## config.mk

```make
export PLATFORM = sky130hd
export DESIGN_NAME = sdm_top
export DESIGN_NICKNAME = d
export VERILOG_FILES = /design/src/rtl/sdm_pkg.sv /design/src/rtl/sdm_engine.sv /design/src/rtl/sdm_regs.sv /design/src/rtl/sdm_dma_req.sv /design/src/rtl/sdm_top.sv
export SDC_FILE = /design/constraint.sdc
export NUM_CORES = 1
export LEC_CHECK = 0
export ABC_AREA = 0
export BUFFER_PORTS_ARGS = -buffer_cell sky130_fd_sc_hd__buf_2
export CORE_ASPECT_RATIO = 1.2
export CORE_UTILIZATION = 50
export DETAILED_ROUTE_END_ITERATION = 10
export PLACE_DENSITY = 0.7
export SETUP_SLACK_MARGIN = 0.3
export SLEW_MARGIN = 5
export SYNTH_ARGS = -nofsm -noshare
export SYNTH_HDL_FRONTEND = slang
export SYNTH_SLANG_ARGS = --single-unit
```

## constraint.sdc

```tcl
create_clock -name clk -period 3.95 [get_ports clk]
set_input_delay 0.395 -clock clk [delete_from_list [all_inputs] [get_ports clk]]
set_output_delay 0.395 -clock clk [all_outputs]
set_load 0.05 [all_outputs]
```

## src/rtl/sdm_pkg.sv

```systemverilog
package sdm_pkg;
  localparam int DW = 16;

  typedef enum logic [2:0] {
    A_TXD  = 3'd0,
    A_RXD  = 3'd1,
    A_CTL  = 3'd2,
    A_FLG  = 3'd3,
    A_TXEN = 3'd4,
    A_RXEN = 3'd5
  } sdm_addr_e;

  localparam int CTL_EN  = 0;
  localparam int CTL_SS  = 1;
  localparam int CTL_DIV = 4;
  localparam int FLG_OVR = 2;

  function automatic logic [DW-1:0] pack_flags(input logic tx_empty, input logic rx_full,
                                               input logic ovr, input logic busy);
    pack_flags = {{(DW-4){1'b0}}, busy, ovr, rx_full, tx_empty};
  endfunction

  function automatic logic [DW-1:0] shift_in(input logic [DW-1:0] sr, input logic b);
    shift_in = {sr[DW-2:0], b};
  endfunction
endpackage

```

## src/rtl/sdm_engine.sv

```systemverilog
module sdm_engine
  import sdm_pkg::*;
#(
  parameter int DIVW = 4
) (
  input  logic            clk,
  input  logic            rst_n,
  input  logic            en,
  input  logic [DIVW-1:0] div,
  input  logic            tx_full,
  input  logic [DW-1:0]   tx_buf,
  input  logic            miso,
  output logic            load,
  output logic            done,
  output logic [DW-1:0]   done_word,
  output logic            busy,
  output logic            sclk,
  output logic            mosi
);
  localparam int BW = $clog2(DW);

  logic [DIVW-1:0] cnt;
  logic [BW-1:0]   nfall;
  logic [DW-1:0]   sr;
  logic            samp;
  logic            tick;
  logic            last_fall;

  assign load      = !busy && tx_full && en;
  assign tick      = busy && (cnt == div);
  assign last_fall = tick && sclk && (nfall == BW'(DW-1));
  assign done      = last_fall;
  assign done_word = shift_in(sr, samp);
  assign mosi      = busy ? sr[DW-1] : 1'b0;

  always_ff @(posedge clk or negedge rst_n) begin
    if (!rst_n) begin
      busy  <= 1'b0;
      sclk  <= 1'b0;
      cnt   <= '0;
      nfall <= '0;
      sr    <= '0;
      samp  <= 1'b0;
    end else if (!busy) begin
      sclk <= 1'b0;
      cnt  <= '0;
      if (load) begin
        busy  <= 1'b1;
        sr    <= tx_buf;
        nfall <= '0;
      end
    end else if (tick) begin
      cnt <= '0;
      if (!sclk) begin
        sclk <= 1'b1;
        samp <= miso;
      end else begin
        sclk  <= 1'b0;
        sr    <= shift_in(sr, samp);
        nfall <= nfall + 1'b1;
        if (last_fall) busy <= 1'b0;
      end
    end else begin
      cnt <= cnt + 1'b1;
    end
  end

  AST_SCLK_IDLE_LOW: assert property (@(posedge clk) disable iff (!rst_n)
    !busy |-> !sclk);
  AST_START_NEEDS_WORD: assert property (@(posedge clk) disable iff (!rst_n)
    $rose(busy) |-> ($past(tx_full) && $past(en)));
endmodule

```

## src/rtl/sdm_regs.sv

```systemverilog
module sdm_regs
  import sdm_pkg::*;
#(
  parameter int NCH  = 2,
  parameter int DIVW = 4
) (
  input  logic            clk,
  input  logic            rst_n,
  input  logic            bus_wr,
  input  logic            bus_rd,
  input  logic [2:0]      bus_addr,
  input  logic [DW-1:0]   bus_wdata,
  output logic [DW-1:0]   bus_rdata,
  input  logic            load,
  input  logic            done,
  input  logic [DW-1:0]   done_word,
  input  logic            busy,
  output logic            tx_full,
  output logic [DW-1:0]   tx_buf,
  output logic            rx_full,
  output logic            en,
  output logic            ss_on,
  output logic [DIVW-1:0] div,
  output logic [NCH-1:0]  tx_en,
  output logic [NCH-1:0]  rx_en
);
  logic [DW-1:0] ctl;
  logic [DW-1:0] rx_data;
  logic          ovr;
  logic          wr_tx, rd_rx, clr_ovr;

  assign wr_tx   = bus_wr && (bus_addr == A_TXD);
  assign rd_rx   = bus_rd && (bus_addr == A_RXD);
  assign clr_ovr = bus_wr && (bus_addr == A_FLG) && bus_wdata[FLG_OVR];
  assign en      = ctl[CTL_EN];
  assign ss_on   = ctl[CTL_SS];
  assign div     = ctl[CTL_DIV +: DIVW];

  always_ff @(posedge clk or negedge rst_n) begin
    if (!rst_n) begin
      ctl     <= '0;
      tx_buf  <= '0;
      tx_full <= 1'b0;
      rx_data <= '0;
      rx_full <= 1'b0;
      ovr     <= 1'b0;
      tx_en   <= '0;
      rx_en   <= '0;
    end else begin
      if (bus_wr && bus_addr == A_CTL)  ctl   <= bus_wdata;
      if (bus_wr && bus_addr == A_TXEN) tx_en <= bus_wdata[NCH-1:0];
      if (bus_wr && bus_addr == A_RXEN) rx_en <= bus_wdata[NCH-1:0];
      if (load) begin
        tx_full <= 1'b0;
      end else if (wr_tx && !tx_full) begin
        tx_buf  <= bus_wdata;
        tx_full <= 1'b1;
      end
      if (clr_ovr) ovr <= 1'b0;
      if (done) begin
        if (rx_full && !rd_rx) begin
          ovr <= 1'b1;
        end else begin
          rx_data <= done_word;
          rx_full <= 1'b1;
        end
      end else if (rd_rx) begin
        rx_full <= 1'b0;
      end
    end
  end

  always_comb begin
    unique case (bus_addr)
      A_RXD:   bus_rdata = rx_data;
      A_CTL:   bus_rdata = ctl;
      A_FLG:   bus_rdata = pack_flags(!tx_full, rx_full, ovr, busy);
      A_TXEN:  bus_rdata = {{(DW-NCH){1'b0}}, tx_en};
      A_RXEN:  bus_rdata = {{(DW-NCH){1'b0}}, rx_en};
      default: bus_rdata = '0;
    endcase
  end

  AST_RD_CLEARS_FULL: assert property (@(posedge clk) disable iff (!rst_n)
    (rd_rx && !done) |=> !rx_full);
  AST_FULL_WRITE_IGNORED: assert property (@(posedge clk) disable iff (!rst_n)
    (wr_tx && tx_full) |=> (tx_buf == $past(tx_buf)));
  AST_OVR_ON_SECOND_WORD: assert property (@(posedge clk) disable iff (!rst_n)
    (done && rx_full && !rd_rx) |=> (ovr && rx_data == $past(rx_data)));
endmodule

```

## src/rtl/sdm_dma_req.sv

```systemverilog
module sdm_dma_req #(
  parameter int NCH = 2
) (
  input  logic           clk,
  input  logic           rst_n,
  input  logic           tx_empty,
  input  logic           rx_full,
  input  logic [NCH-1:0] tx_en,
  input  logic [NCH-1:0] rx_en,
  output logic [NCH-1:0] dma_req
);
  for (genvar g = 0; g < NCH; g++) begin : g_ch
    assign dma_req[g] = (tx_en[g] && tx_empty) || (rx_en[g] && rx_full);
  end

  AST_REQ_QUIET: assert property (@(posedge clk) disable iff (!rst_n)
    (!tx_empty && !rx_full) |-> (dma_req == '0));
endmodule

```

## src/rtl/sdm_top.sv

```systemverilog
module sdm_top
  import sdm_pkg::*;
#(
  parameter int NCH  = 2,
  parameter int DIVW = 4
) (
  input  logic           clk,
  input  logic           rst_n,
  input  logic           bus_wr,
  input  logic           bus_rd,
  input  logic [2:0]     bus_addr,
  input  logic [15:0]    bus_wdata,
  output logic [15:0]    bus_rdata,
  output logic           sclk,
  output logic           mosi,
  input  logic           miso,
  output logic           ss_n,
  output logic [NCH-1:0] dma_req
);
  logic            load, done, busy, tx_full, rx_full, en, ss_on;
  logic [DW-1:0]   done_word, tx_buf;
  logic [DIVW-1:0] div;
  logic [NCH-1:0]  tx_en, rx_en;

  assign ss_n = !ss_on;

  sdm_regs #(.NCH(NCH), .DIVW(DIVW)) u_regs (
    .clk(clk), .rst_n(rst_n), .bus_wr(bus_wr), .bus_rd(bus_rd), .bus_addr(bus_addr),
    .bus_wdata(bus_wdata), .bus_rdata(bus_rdata), .load(load), .done(done),
    .done_word(done_word), .busy(busy), .tx_full(tx_full), .tx_buf(tx_buf),
    .rx_full(rx_full), .en(en), .ss_on(ss_on), .div(div), .tx_en(tx_en), .rx_en(rx_en)
  );

  sdm_engine #(.DIVW(DIVW)) u_eng (
    .clk(clk), .rst_n(rst_n), .en(en), .div(div), .tx_full(tx_full), .tx_buf(tx_buf),
    .miso(miso), .load(load), .done(done), .done_word(done_word), .busy(busy),
    .sclk(sclk), .mosi(mosi)
  );

  sdm_dma_req #(.NCH(NCH)) u_req (
    .clk(clk), .rst_n(rst_n), .tx_empty(!tx_full), .rx_full(rx_full),
    .tx_en(tx_en), .rx_en(rx_en), .dma_req(dma_req)
  );

  AST_SS_FOLLOWS_CTL: assert property (@(posedge clk) disable iff (!rst_n)
    (bus_wr && bus_addr == A_CTL) |=> (ss_n == !$past(bus_wdata[CTL_SS])));
endmodule

```

==> results of run 1 <==
-- power groups by stage --
stage               clock, mW  sequential (mW)  combinational, mW
floorplan                   0             1.21              0.607
global placement            0             1.29              0.686
detailed placement          0             1.30              0.709
CTS                     0.633             1.28              0.712
global route            0.672             1.32              0.769
finish                  0.614             1.28              0.701
-- cell families after synthesis --
group / Yosys count / share of synthesized area [%]
DFF: 82 / 53.5
adders and majority gates: 2 / 0.653
xor gates and xnor gates: 7 / 1.60
and+or+nand+nor: 62 / 8.32
buffers and inverters: 20 / 3.04
AOI/OAI and AO/OA: 33 / 5.94
muxes: 89 / 26.9
-- registers in the layout, summed over array words and instances (netlist names) --
name,count
u_eng.nfall,4
u_eng.busy,1
u_regs.rx_en,2
u_eng.cnt,4
u_eng.samp,1
u_regs.rx_data,16
u_eng.sr,16
u_regs.tx_buf,16
u_regs.tx_full,1
u_regs.ctl,16
u_regs.tx_en,2
u_regs.ovr,1
u_eng.sclk,1
u_regs.rx_full,1
-- routing by layer --
metal  share of wire (%)  vias to the layer above  track usage [%]
met1                  47                     1243             29.3
met5                   0                        -                0
met3                 2.8                       11             3.64
met4                 1.9                        0             9.45
li1                    -                     1136                -
met2                  49                       46             31.8
-- per-stage QoR --
stage / worst slack (ns) / cell area (um^2)
floorplan: 1.56 / 3830
global placement: 1.59 / 4090
detailed placement: 1.56 / 4090
CTS: 1.44 / 4300
global route: 1.26 / 4300
finish: 1.46 / 4300
-- worst min-delay path by stage --
stage	start	to	slack, ns	cells past startpoint
after CTS	rst_n	u_regs.tx_en[1]	0.25	1
final	rst_n	u_regs.tx_en[1]	0.21	1
after detailed placement	u_regs.ctl[15]	u_regs.ctl[15]	0.50	1
after global placement	u_eng.sr[15]	u_eng.sr[15]	0.49	1
after global routing	miso	u_eng.samp	0.26	2
after floorplan	rst_n	u_eng.busy	0.1	0
-- final cells by class --
cell class / count / area [um^2]
tap: 90 / 113
sequential: 82 / 2050
clock buffer: 12 / 155
clock inverter: 4 / 50.0
inverter: 4 / 15.0
timing repair buffer: 47 / 245
multi-input combinational: 193 / 1670
fill: 647 / 3020
-- critical path, stage by stage, from the launching register on --
cell	delay, ns
sky130_fd_sc_hd__dfrtp_1	1.01
sky130_fd_sc_hd__mux2_2	0.30
sky130_fd_sc_hd__a22oi_1	0.08
sky130_fd_sc_hd__nor2_1	0.09
sky130_fd_sc_hd__buf_2	0.27
-- synth_stat cells (3+ instances only) --
library cell,count
sky130_fd_sc_hd__a22oi_1,16
sky130_fd_sc_hd__and2_1,3
sky130_fd_sc_hd__buf_2,5
sky130_fd_sc_hd__clkbuf_1,7
sky130_fd_sc_hd__dfrtp_1,82
sky130_fd_sc_hd__inv_1,4
sky130_fd_sc_hd__mux2_2,73
sky130_fd_sc_hd__mux2_4,10
sky130_fd_sc_hd__mux2i_1,6
sky130_fd_sc_hd__nand2_1,18
sky130_fd_sc_hd__nand2b_1,3
sky130_fd_sc_hd__nand3_1,4
sky130_fd_sc_hd__nand4_1,3
sky130_fd_sc_hd__nor2_1,18
sky130_fd_sc_hd__nor2b_1,3
sky130_fd_sc_hd__o21ai_0,9
sky130_fd_sc_hd__xnor2_1,6
==> results.md, run 1 <==
* Shortest period the worst path allows at 2.49 ns
* Detail-routed via count per cell at 5.64
* Actual transition at the worst max-transition pin at 1.02 ns
* Tightest hold margin at 0.207 ns
* Static power due to leakage at 2.01 nW
* Sequential area share after synthesis at 53.5%
* Proportion of power drawn by combinational gates at 27.1%
* Cell depth of the worst flop-to-flop path at 3
* Largest buffer count on any clock path at 2
* Relative slew slack at 32.0%
* Root Buffer: sky130_fd_sc_hd__clkbuf_8
* Top-area cell type share of the netlist area at 53.5%
* Yosys warning count at 0
* Final Wtd Congestion at 0.721
* Final sum of negative setup slack at 0 ns
* Switching part of the total power at 31.5%
* Post-synthesis cell count at 295
* Proportion of power drawn by the clock network at 23.7%
* Detailed-route wire length at 7.46 mm
* Antenna diodes at 0
* DRC violation count after routing at 0
* Share of layout cells above drive strength 1 at 44.2%
* Power consumption at 2.59 mW
* Number of buffers inserted by hold repair at cts at 0
* CP endpoint kind: output port
* Total number of vias at 2,436
* Detailed Place HPWL at 4.87 mm
* Number of enable flip-flop cells after synthesis at 0
* Proportion of power drawn by flip-flops and latches at 49.2%
* Synthesized netlist net count at 321
* Maximum number of pins on one net before global-route repair at 83
* Core footprint at 7320 um^2
* Antenna Violating Nets Remaining at 0
* Synthesized cell area at 3830 um^2
* CTS buffer count at 9
* Count of instances resized after the clock tree is built at 0
* CTS Sinks at 82
* Placed cells at 416
* Worst Clk Skew at 0.0103 ns
* Layout net count at 363
* Arrival time of the worst setup path at 2.10 ns
* Maximum level of the CTS H-tree at 3
* Total Die Area at 8020 um^2
* Site row count at 34
* Starting density of the core at 52.4%
* Final instance count without filler cells at 432
* Top cells by area in the synthesized netlist: sky130_fd_sc_hd__dfrtp_1 54%, sky130_fd_sc_hd__mux2_2 21%, sky130_fd_sc_hd__mux2_4 3.9%, sky130_fd_sc_hd__a22oi_1 3.1%, sky130_fd_sc_hd__nand2_1 1.8%
* Initial antenna violation count at 0
* Fraction of the core area covered by cells at the end of the flow at 58.7%
* Total overflow reported by the global router at 0
* Mean area per synthesized cell at 13.0 um^2
* Unrepaired setup endpoints after global routing: false
* Final hold viol count at 0
* Fraction of registers with async set or reset after synthesis at 100%
* Number of max-cap violations at 0
* Number of violations reported at the end of detailed-routing iteration 0 at 123
* Number of library cell types mapped by synthesis at 35
* Post-CTS setup buffer count at 0
* Maximum vdd ir drop at 0.303 mV
* Worst Setup Start Kind: flop
* Pins Over Slew Limit at 0
* Critical register-to-register path startpoint: u_eng.busy
* Worst endpoint required time at 3.56 ns
* Clk pin slew, worst setup/hold paths at 0.08 ns
* Internal power consumption at 1.77 mW
* Hold/Removal Path Class: in2async
* Area overhead of the layout relative to synthesis at 12.0%
* Crit Path Category: reg2out
* Seq cells post-synth at 82
* Areal power density over the cells at 603 nW/um^2
* Highest-count cells in the layout ignoring fill and taps: 82 x sky130_fd_sc_hd__dfrtp_1, 73 x sky130_fd_sc_hd__mux2_2, 43 x sky130_fd_sc_hd__buf_2
* Top FF cell, synth: sky130_fd_sc_hd__dfrtp_1
* Library cell with the largest summed area after synthesis: sky130_fd_sc_hd__dfrtp_1
* Timing-limited maximum frequency at 401 MHz
* Clock latency at the later pin of the worst-skew pair at 0.35 ns
* Setup violators final at 0
* Die height at 97.9 um
* Total track usage at 21.0%
* Number of buffers inserted by port buffering at 44
* R2R Path End: u_eng.sr[15]
* Die Width at 81.9 um
* Count of pins on the block boundary at 45
* First-pass GRT wire length at 12.4 mm
* Most common library cell in the layout ignoring fill and taps: sky130_fd_sc_hd__dfrtp_1
* Ratio of final minimum period to clock period at 63.2%
* Largest driver fanout on the critical path at 28
* Length of the first detailed-routing pass in iterations at 4
* Setup slack of the most critical reg-to-reg path at 1.57 ns
* Last element of the critical path: bus_rdata[3]
* Avg WL per Cell at 17.3 um
* Via count of the first global-routing pass at 2,498
* Status: finished, final reports clean
* Clock tree from TritonCTS: built
* Critical Path Source: u_eng.busy
* Net switching power figure at 0.816 mW
Note: power is estimated with default switching activity, not from simulation.
==> inputs of run 2 (changes only) <==
--- a/config.mk
+++ b/config.mk
@@ -5,12 +5,12 @@
 export SDC_FILE = /design/constraint.sdc
 export NUM_CORES = 1
 export LEC_CHECK = 0
-export ABC_AREA = 0
+export ABC_AREA = 1
 export BUFFER_PORTS_ARGS = -buffer_cell sky130_fd_sc_hd__buf_2
 export CORE_ASPECT_RATIO = 1.2
 export CORE_UTILIZATION = 50
 export DETAILED_ROUTE_END_ITERATION = 10
-export PLACE_DENSITY = 0.7
+export PLACE_DENSITY = 0.73
 export SETUP_SLACK_MARGIN = 0.3
 export SLEW_MARGIN = 5
 export SYNTH_ARGS = -nofsm -noshare
==> constraint.sdc (replaced) <==
create_clock -name clk -period 2.27 [get_ports clk]
set_input_delay 0.227 -clock clk [delete_from_list [all_inputs] [get_ports clk]]
set_output_delay 0.227 -clock clk [all_outputs]
set_load 0.05 [all_outputs]
==> results.md, run 2 <==
* Status: finished, final reports clean
* Static power due to leakage at 2.36 nW
* Via count of the first global-routing pass at 3,004
* Cell with the most instances after synthesis: sky130_fd_sc_hd__nand2_1
* Maximum level of the CTS H-tree at 3
* Number of max-cap violations at 0
* Detailed Place HPWL at 5.86 mm
* Total overflow reported by the global router at 0
* Clock tree from TritonCTS: built
* Tightest hold margin at 0.0876 ns
* First-pass GRT wire length at 14.5 mm
* HP Start: bus_wdata[8]
* Largest driver fanout on the critical path at 9
* Maximum number of pins on one net before global-route repair at 47
* Detail-routed via count per cell at 5.38
* Number of buffers inserted by port buffering at 44
* Number of library cell types mapped by synthesis at 32
* Fillcell total at 661
* Total number of vias at 3,172
* Antenna diodes at 0
* Layout net count at 521
* Library cell with the largest summed area after synthesis: sky130_fd_sc_hd__dfrtp_1
* Avg WL per Cell at 14.5 um
* Ratio of final minimum period to clock period at 80.0%
* Post-synthesis cell count at 449
* Critical Path Source: u_eng.busy
* Starting density of the core at 52.4%
* Total Die Area at 8070 um^2
* Highest-count cells in the layout ignoring fill and taps: 176 x sky130_fd_sc_hd__nand2_1, 82 x sky130_fd_sc_hd__dfrtp_1, 44 x sky130_fd_sc_hd__o21ai_0
* Clk pin slew, worst setup/hold paths at 0.09 ns
* Met2 routing resource usage after global routing at 36.8%
* Site row count at 34
* Grt met3 use at 4.39%
* Top cells by area in the synthesized netlist: sky130_fd_sc_hd__dfrtp_1 53%, sky130_fd_sc_hd__nand2_1 17%, sky130_fd_sc_hd__o21ai_0 5.7%, sky130_fd_sc_hd__inv_1 3.7%, sky130_fd_sc_hd__nand4_1 2.9%
* CTS Sinks at 82
* Die Width at 82.2 um
* Mean area per synthesized cell at 8.59 um^2
* Areal power density over the cells at 1050 nW/um^2
* Largest buffer count on any clock path at 2
* Critical path cell sequence: inv_2 > buf_4 > o211ai_1 > buf_2
* Sequential area share after synthesis at 53.2%
* Final hold viol count at 0
* Clock latency at the later pin of the worst-skew pair at 0.36 ns
* Die height at 98.2 um
* CP endpoint kind: output port
* Timing-limited maximum frequency at 551 MHz
* Critical register-to-register path startpoint: u_eng.cnt[2]
* Number of violations reported at the end of detailed-routing iteration 0 at 273
* Fraction of registers with async set or reset after synthesis at 100%
* Root Buffer: sky130_fd_sc_hd__clkbuf_8
* Final Wtd Congestion at 0.823
* Count of pins on the block boundary at 45
* Unrepaired setup endpoints after global routing: false
* Share of layout cells above drive strength 1 at 18.6%
* Most Crowded Layer GR: met2
* CTS buffer count at 9
* Shortest period the worst path allows at 1.82 ns
* Post-CTS setup buffer count at 0
* Worst Clk Skew at 0.00950 ns
* DRC violation count after routing at 0
* Setup violators final at 0
* Antenna Violating Nets Remaining at 0
* Yosys warning count at 0
* Actual transition at the worst max-transition pin at 0.600 ns
* Arrival time of the worst setup path at 1.59 ns
* Number of enable flip-flop cells after synthesis at 0
* Pins Over Slew Limit at 0
* Worst endpoint required time at 2.04 ns
* Most frequent cells after synthesis: 176 x sky130_fd_sc_hd__nand2_1, 82 x sky130_fd_sc_hd__dfrtp_1, 44 x sky130_fd_sc_hd__o21ai_0
* Critical Path Slowest Stage Cell: sky130_fd_sc_hd__dfrtp_1
* Fraction of the core area covered by cells at the end of the flow at 59.4%
* Detailed-route wire length at 8.54 mm
* Largest stage delay on the critical path at 0.44 ns
* GR Layer Usage met1 at 33.4%
* Crit Path Category: reg2out
* Top FF cell, synth: sky130_fd_sc_hd__dfrtp_1
* Synthesized netlist net count at 475
* Area overhead of the layout relative to synthesis at 13.4%
* Total track usage at 24.2%
* Maximum vdd ir drop at 0.608 mV
* Number of buffer and inverter stages on the critical path at 3
* Core footprint at 7360 um^2
* Most common library cell in the layout ignoring fill and taps: sky130_fd_sc_hd__nand2_1
* Synthesized cell area at 3860 um^2
* Top-area cell type share of the netlist area at 53.2%
* Hold/Removal Path Class: in2reg
* Family with the most delay on the worst path: buffers and inverters
* Length of the first detailed-routing pass in iterations at 5
* Seq cells post-synth at 82
* Initial antenna violation count at 0
* Worst Setup Start Kind: flop
* Final sum of negative setup slack at 0 ns
* Relative slew slack at 60.0%
[run 2: cell count changes after synthesis, sizes merged, moves of 5 or more]
cell   delta
mux2i     -6
nand3     +6
nand4    +17
a22o      +8
a22oi    -16
inv      +39
nand2   +160
a21oi     +5
xnor2     -5
mux2     -75
o21ai    +36
[run 2: layout make-up]
cell class / count / area (um^2) / share of cell area, %
Inverter: 43 / 161 / 3.69
Tap cell: 90 / 113 / 2.57
Clock buffer: 9 / 124 / 2.83
Timing Repair Buffer: 52 / 298 / 6.81
Multi-Input combinational cell: 307 / 1530 / 35.1
Sequential cell: 82 / 2050 / 46.9
Clock inverter: 7 / 92.6 / 2.12
[run 2: report_power, final]
part | internal, mW | switching (mW)
combinational | 0.444 | 0.841
clock | 0.619 | 0.541
sequential | 1.87 | 0.281
[run 2: kinds of logic (layout without fill, tap and decap cells)]
logic type / after synthesis / in the layout / share of synthesized area [%]
AOI/OAI and AO/OA: 66 / 66 / 10.0
xor gates and xnor gates: 3 / 3 / 0.681
adders and majority gates: 2 / 2 / 0.648
buffers and inverters: 60 / 111 / 7.20
DFF: 82 / 82 / 53.2
muxes: 8 / 8 / 2.72
and+or+nand+nor: 228 / 228 / 25.6
[run 2: worst min-delay path, cell delays in order]
cell and delay [ns]:
sky130_fd_sc_hd__buf_2 0.08, sky130_fd_sc_hd__nand2_1 0.04, sky130_fd_sc_hd__o21ai_0 0.06
[run 2: per-layer routing]
metal  vias to the layer above  wire length (um)
met5                         -                 0
met4                         0               204
met3                        17               376
met2                        92              4210
met1                      1522              3750
li1                       1541                 -
[run 2: repair_timing]
action                     4_1_cts  5_1_grt
hold endpoints to repair        45        0
setup endpoints to repair        0        5
gates resized for setup          0        1
hold buffers                     1        0
[run 2: final timing paths]
kind	endpoint	slack [ns]	depth (start not counted)
max	bus_rdata[3]	0.45	4
min	u_regs.tx_buf[8]	0.09	3
max reg2reg	u_eng.sr[8]	0.54	8
min reg2reg	u_regs.rx_data[3]	0.48	2
max in group asynchronous	u_regs.rx_data[11]	1.25	3
min in group asynchronous	u_regs.ctl[7]	0.41	2
[run 2: through the flow]
stage	worst slack [ns]	instance area, um^2	power (mW)	std cells
detailed placement	0.284	4140	3.46	573
CTS	0.442	4370	4.62	590
global placement	0.303	4140	3.41	573
global route	0.344	4370	4.92	590
floorplan	0.421	3860	3.09	449
finish	0.455	4370	4.60	590
==> inputs of run 3 (changes only) <==
--- a/config.mk
+++ b/config.mk
@@ -10,7 +10,7 @@
 export CORE_ASPECT_RATIO = 1.2
 export CORE_UTILIZATION = 50
 export DETAILED_ROUTE_END_ITERATION = 10
-export PLACE_DENSITY = 0.73
+export PLACE_DENSITY = 0.7
 export SETUP_SLACK_MARGIN = 0.3
 export SLEW_MARGIN = 5
 export SYNTH_ARGS = -nofsm -noshare
==> constraint.sdc (replaced) <==
create_clock -name clk -period 1.8 [get_ports clk]
set_input_delay 0.18 -clock clk [delete_from_list [all_inputs] [get_ports clk]]
set_output_delay 0.18 -clock clk [all_outputs]
set_load 0.05 [all_outputs]
==> results.md, run 3 (same netlist as run 2, synthesis figures left out) <==
* Critical Path Source: u_eng.cnt[1]
* Hold/Removal Path Class: in2reg
* Number of buffer and inverter stages on the critical path at 2
* DRC violation count after routing at 0
* Maximum vdd ir drop at 0.669 mV
* Critical path cell sequence: inv_1 > nand2_1 > nand2_1 > nor2_4 > nand2_2 > nor2_4 > nand4_4 > clkbuf_16 > nand2_1 > nand2_1
* Timing-limited maximum frequency at 608 MHz
* Status: finished, final reports clean
* Layout net count at 559
* Ratio of final minimum period to clock period at 91.3%
* Pins Over Slew Limit at 0
* Avg WL per Cell at 16.4 um
* Family with the most delay on the worst path: simple AND/OR/NAND/NOR gates
* Site row count at 34
* Setup violators final at 0
* Shortest period the worst path allows at 1.64 ns
* Total Die Area at 8070 um^2
* CTS buffer count at 9
* Worst endpoint required time at 2.05 ns
* Arrival time of the worst setup path at 1.89 ns
* Largest stage delay on the critical path at 0.38 ns
* Antenna diodes at 0
* Largest buffer count on any clock path at 2
* Detail-routed via count per cell at 5.45
* Static power due to leakage at 2.56 nW
* Relative slew slack at 72.7%
* Final hold viol count at 0
* Final Wtd Congestion at 0.799
* Largest driver fanout on the critical path at 7
* Root Buffer: sky130_fd_sc_hd__clkbuf_8
* Area overhead of the layout relative to synthesis at 26.5%
* Starting density of the core at 52.4%
* Count of pins on the block boundary at 45
* Critical register-to-register path startpoint: u_eng.cnt[1]
* Maximum number of pins on one net before global-route repair at 37
* Clock tree from TritonCTS: built
* Total overflow reported by the global router at 0
* Critical Path Slowest Stage Cell: sky130_fd_sc_hd__dfrtp_1
* Final sum of negative setup slack at 0 ns
* Worst Setup Start Kind: flop
* Areal power density over the cells at 1250 nW/um^2
* Detailed-route wire length at 10.3 mm
* Core footprint at 7360 um^2
* Total track usage at 26.1%
* Number of buffers inserted by port buffering at 44
* CTS Sinks at 82
* Unrepaired setup endpoints after global routing: true
* Antenna Violating Nets Remaining at 0
* Final instance count without filler cells at 628
* Maximum level of the CTS H-tree at 3
* Die Width at 82.2 um
* Number of violations reported at the end of detailed-routing iteration 0 at 274
* Most common library cell in the layout ignoring fill and taps: sky130_fd_sc_hd__nand2_1
* Placed cells at 582
* Actual transition at the worst max-transition pin at 0.409 ns
* Library cell appearing most often on the critical path: sky130_fd_sc_hd__nand2_1
* First-pass GRT wire length at 15.6 mm
* Initial antenna violation count at 0
* Clk pin slew, worst setup/hold paths at 0.08 ns
* Length of the first detailed-routing pass in iterations at 5
* Via count of the first global-routing pass at 3,210
* Worst Clk Skew at 0.0105 ns
* CP endpoint kind: flop
* Crit Path Category: reg2reg
* Detailed Place HPWL at 6.25 mm
* Clock latency at the later pin of the worst-skew pair at 0.36 ns
* Total number of vias at 3,424
* Share of layout cells above drive strength 1 at 27.1%
* HP Start: bus_wdata[8]
* Number of max-cap violations at 0
* Die height at 98.2 um
* Highest-count cells in the layout ignoring fill and taps: 172 x sky130_fd_sc_hd__nand2_1, 80 x sky130_fd_sc_hd__dfrtp_1, 43 x sky130_fd_sc_hd__o21ai_0
run 3: final timing paths:
path / to / slack, ns / cells past startpoint
min in group asynchronous: u_regs.tx_buf[2] / 0.30 / 2
min reg2reg: u_regs.rx_data[3] / 0.48 / 2
max: u_regs.rx_data[13] / 0.16 / 10
min: u_regs.tx_buf[8] / 0.04 / 3
max in group asynchronous: u_regs.rx_data[1] / 0.89 / 3
max reg2reg: u_regs.rx_data[13] / 0.16 / 10
run 3: routing by layer:
layer  track usage (%)  share of wire [%]  vias to the layer above
met3              3.74                5.6                       37
met4              10.4                3.1                        0
met1              34.9                 41                     1628
met5                 0                  0                        -
li1                  -                  -                     1613
met2              42.0                 50                      146
run 3: layout make-up:
type                    instances  area (um^2)
fillers                       602         2480
flip-flops and latches         82         2050
multi-input cells             308         1610
repair buffers                 89          744
inverters                      43          166
clock buffers                  11          151
well taps                      90          113
clock inverters                 5         38.8
run 3: what timing repair did:
action	4_1_cts	5_1_grt
cloned	1	3
resized for setup	17	32
buffers inserted	10	15
pin swaps	4	11
endpoints found under the setup margin	44	65
hold buffers	1	0
endpoints found under the hold margin	27	0
run 3: worst min-delay path, delay by kind of cell:
family | cells | cell delay, ns
buffers and inverters | 1 | 0.09
AOI/OAI and AO/OA | 1 | 0.05
and+or+nand+nor | 1 | 0.04
run 3: per-stage QoR:
stage | utilization, % | cell area, um^2 | hold slack, ns | power [mW] | setup slack, ns
5_1_grt | 66.3 | 4880 | 0.0399 | 6.48 | 0.0978
6_report | 66.3 | 4880 | 0.0395 | 6.11 | 0.157
3_3_place_gp | 57.4 | 4220 | 0.133 | 4.34 | 0.131
2_1_floorplan | - | 3860 | -0.116 | 3.91 | 0.0447
3_5_place_dp | 57.4 | 4220 | 0.142 | 4.42 | 0.0492
4_1_cts | 62.2 | 4580 | 0.0427 | 5.80 | 0.224
run 3: where the power goes:
| group | switching [mW] | total (mW) | internal (mW) | leakage, nW |
|---|---|---|---|---|
| sequential | 0.354 | 2.72 | 2.37 | 1.04 |
| clock | 0.694 | 1.27 | 0.581 | 0.0955 |
| combinational | 1.27 | 2.11 | 0.838 | 1.43 |
| total | 2.32 | 6.11 | 3.79 | 2.56 |
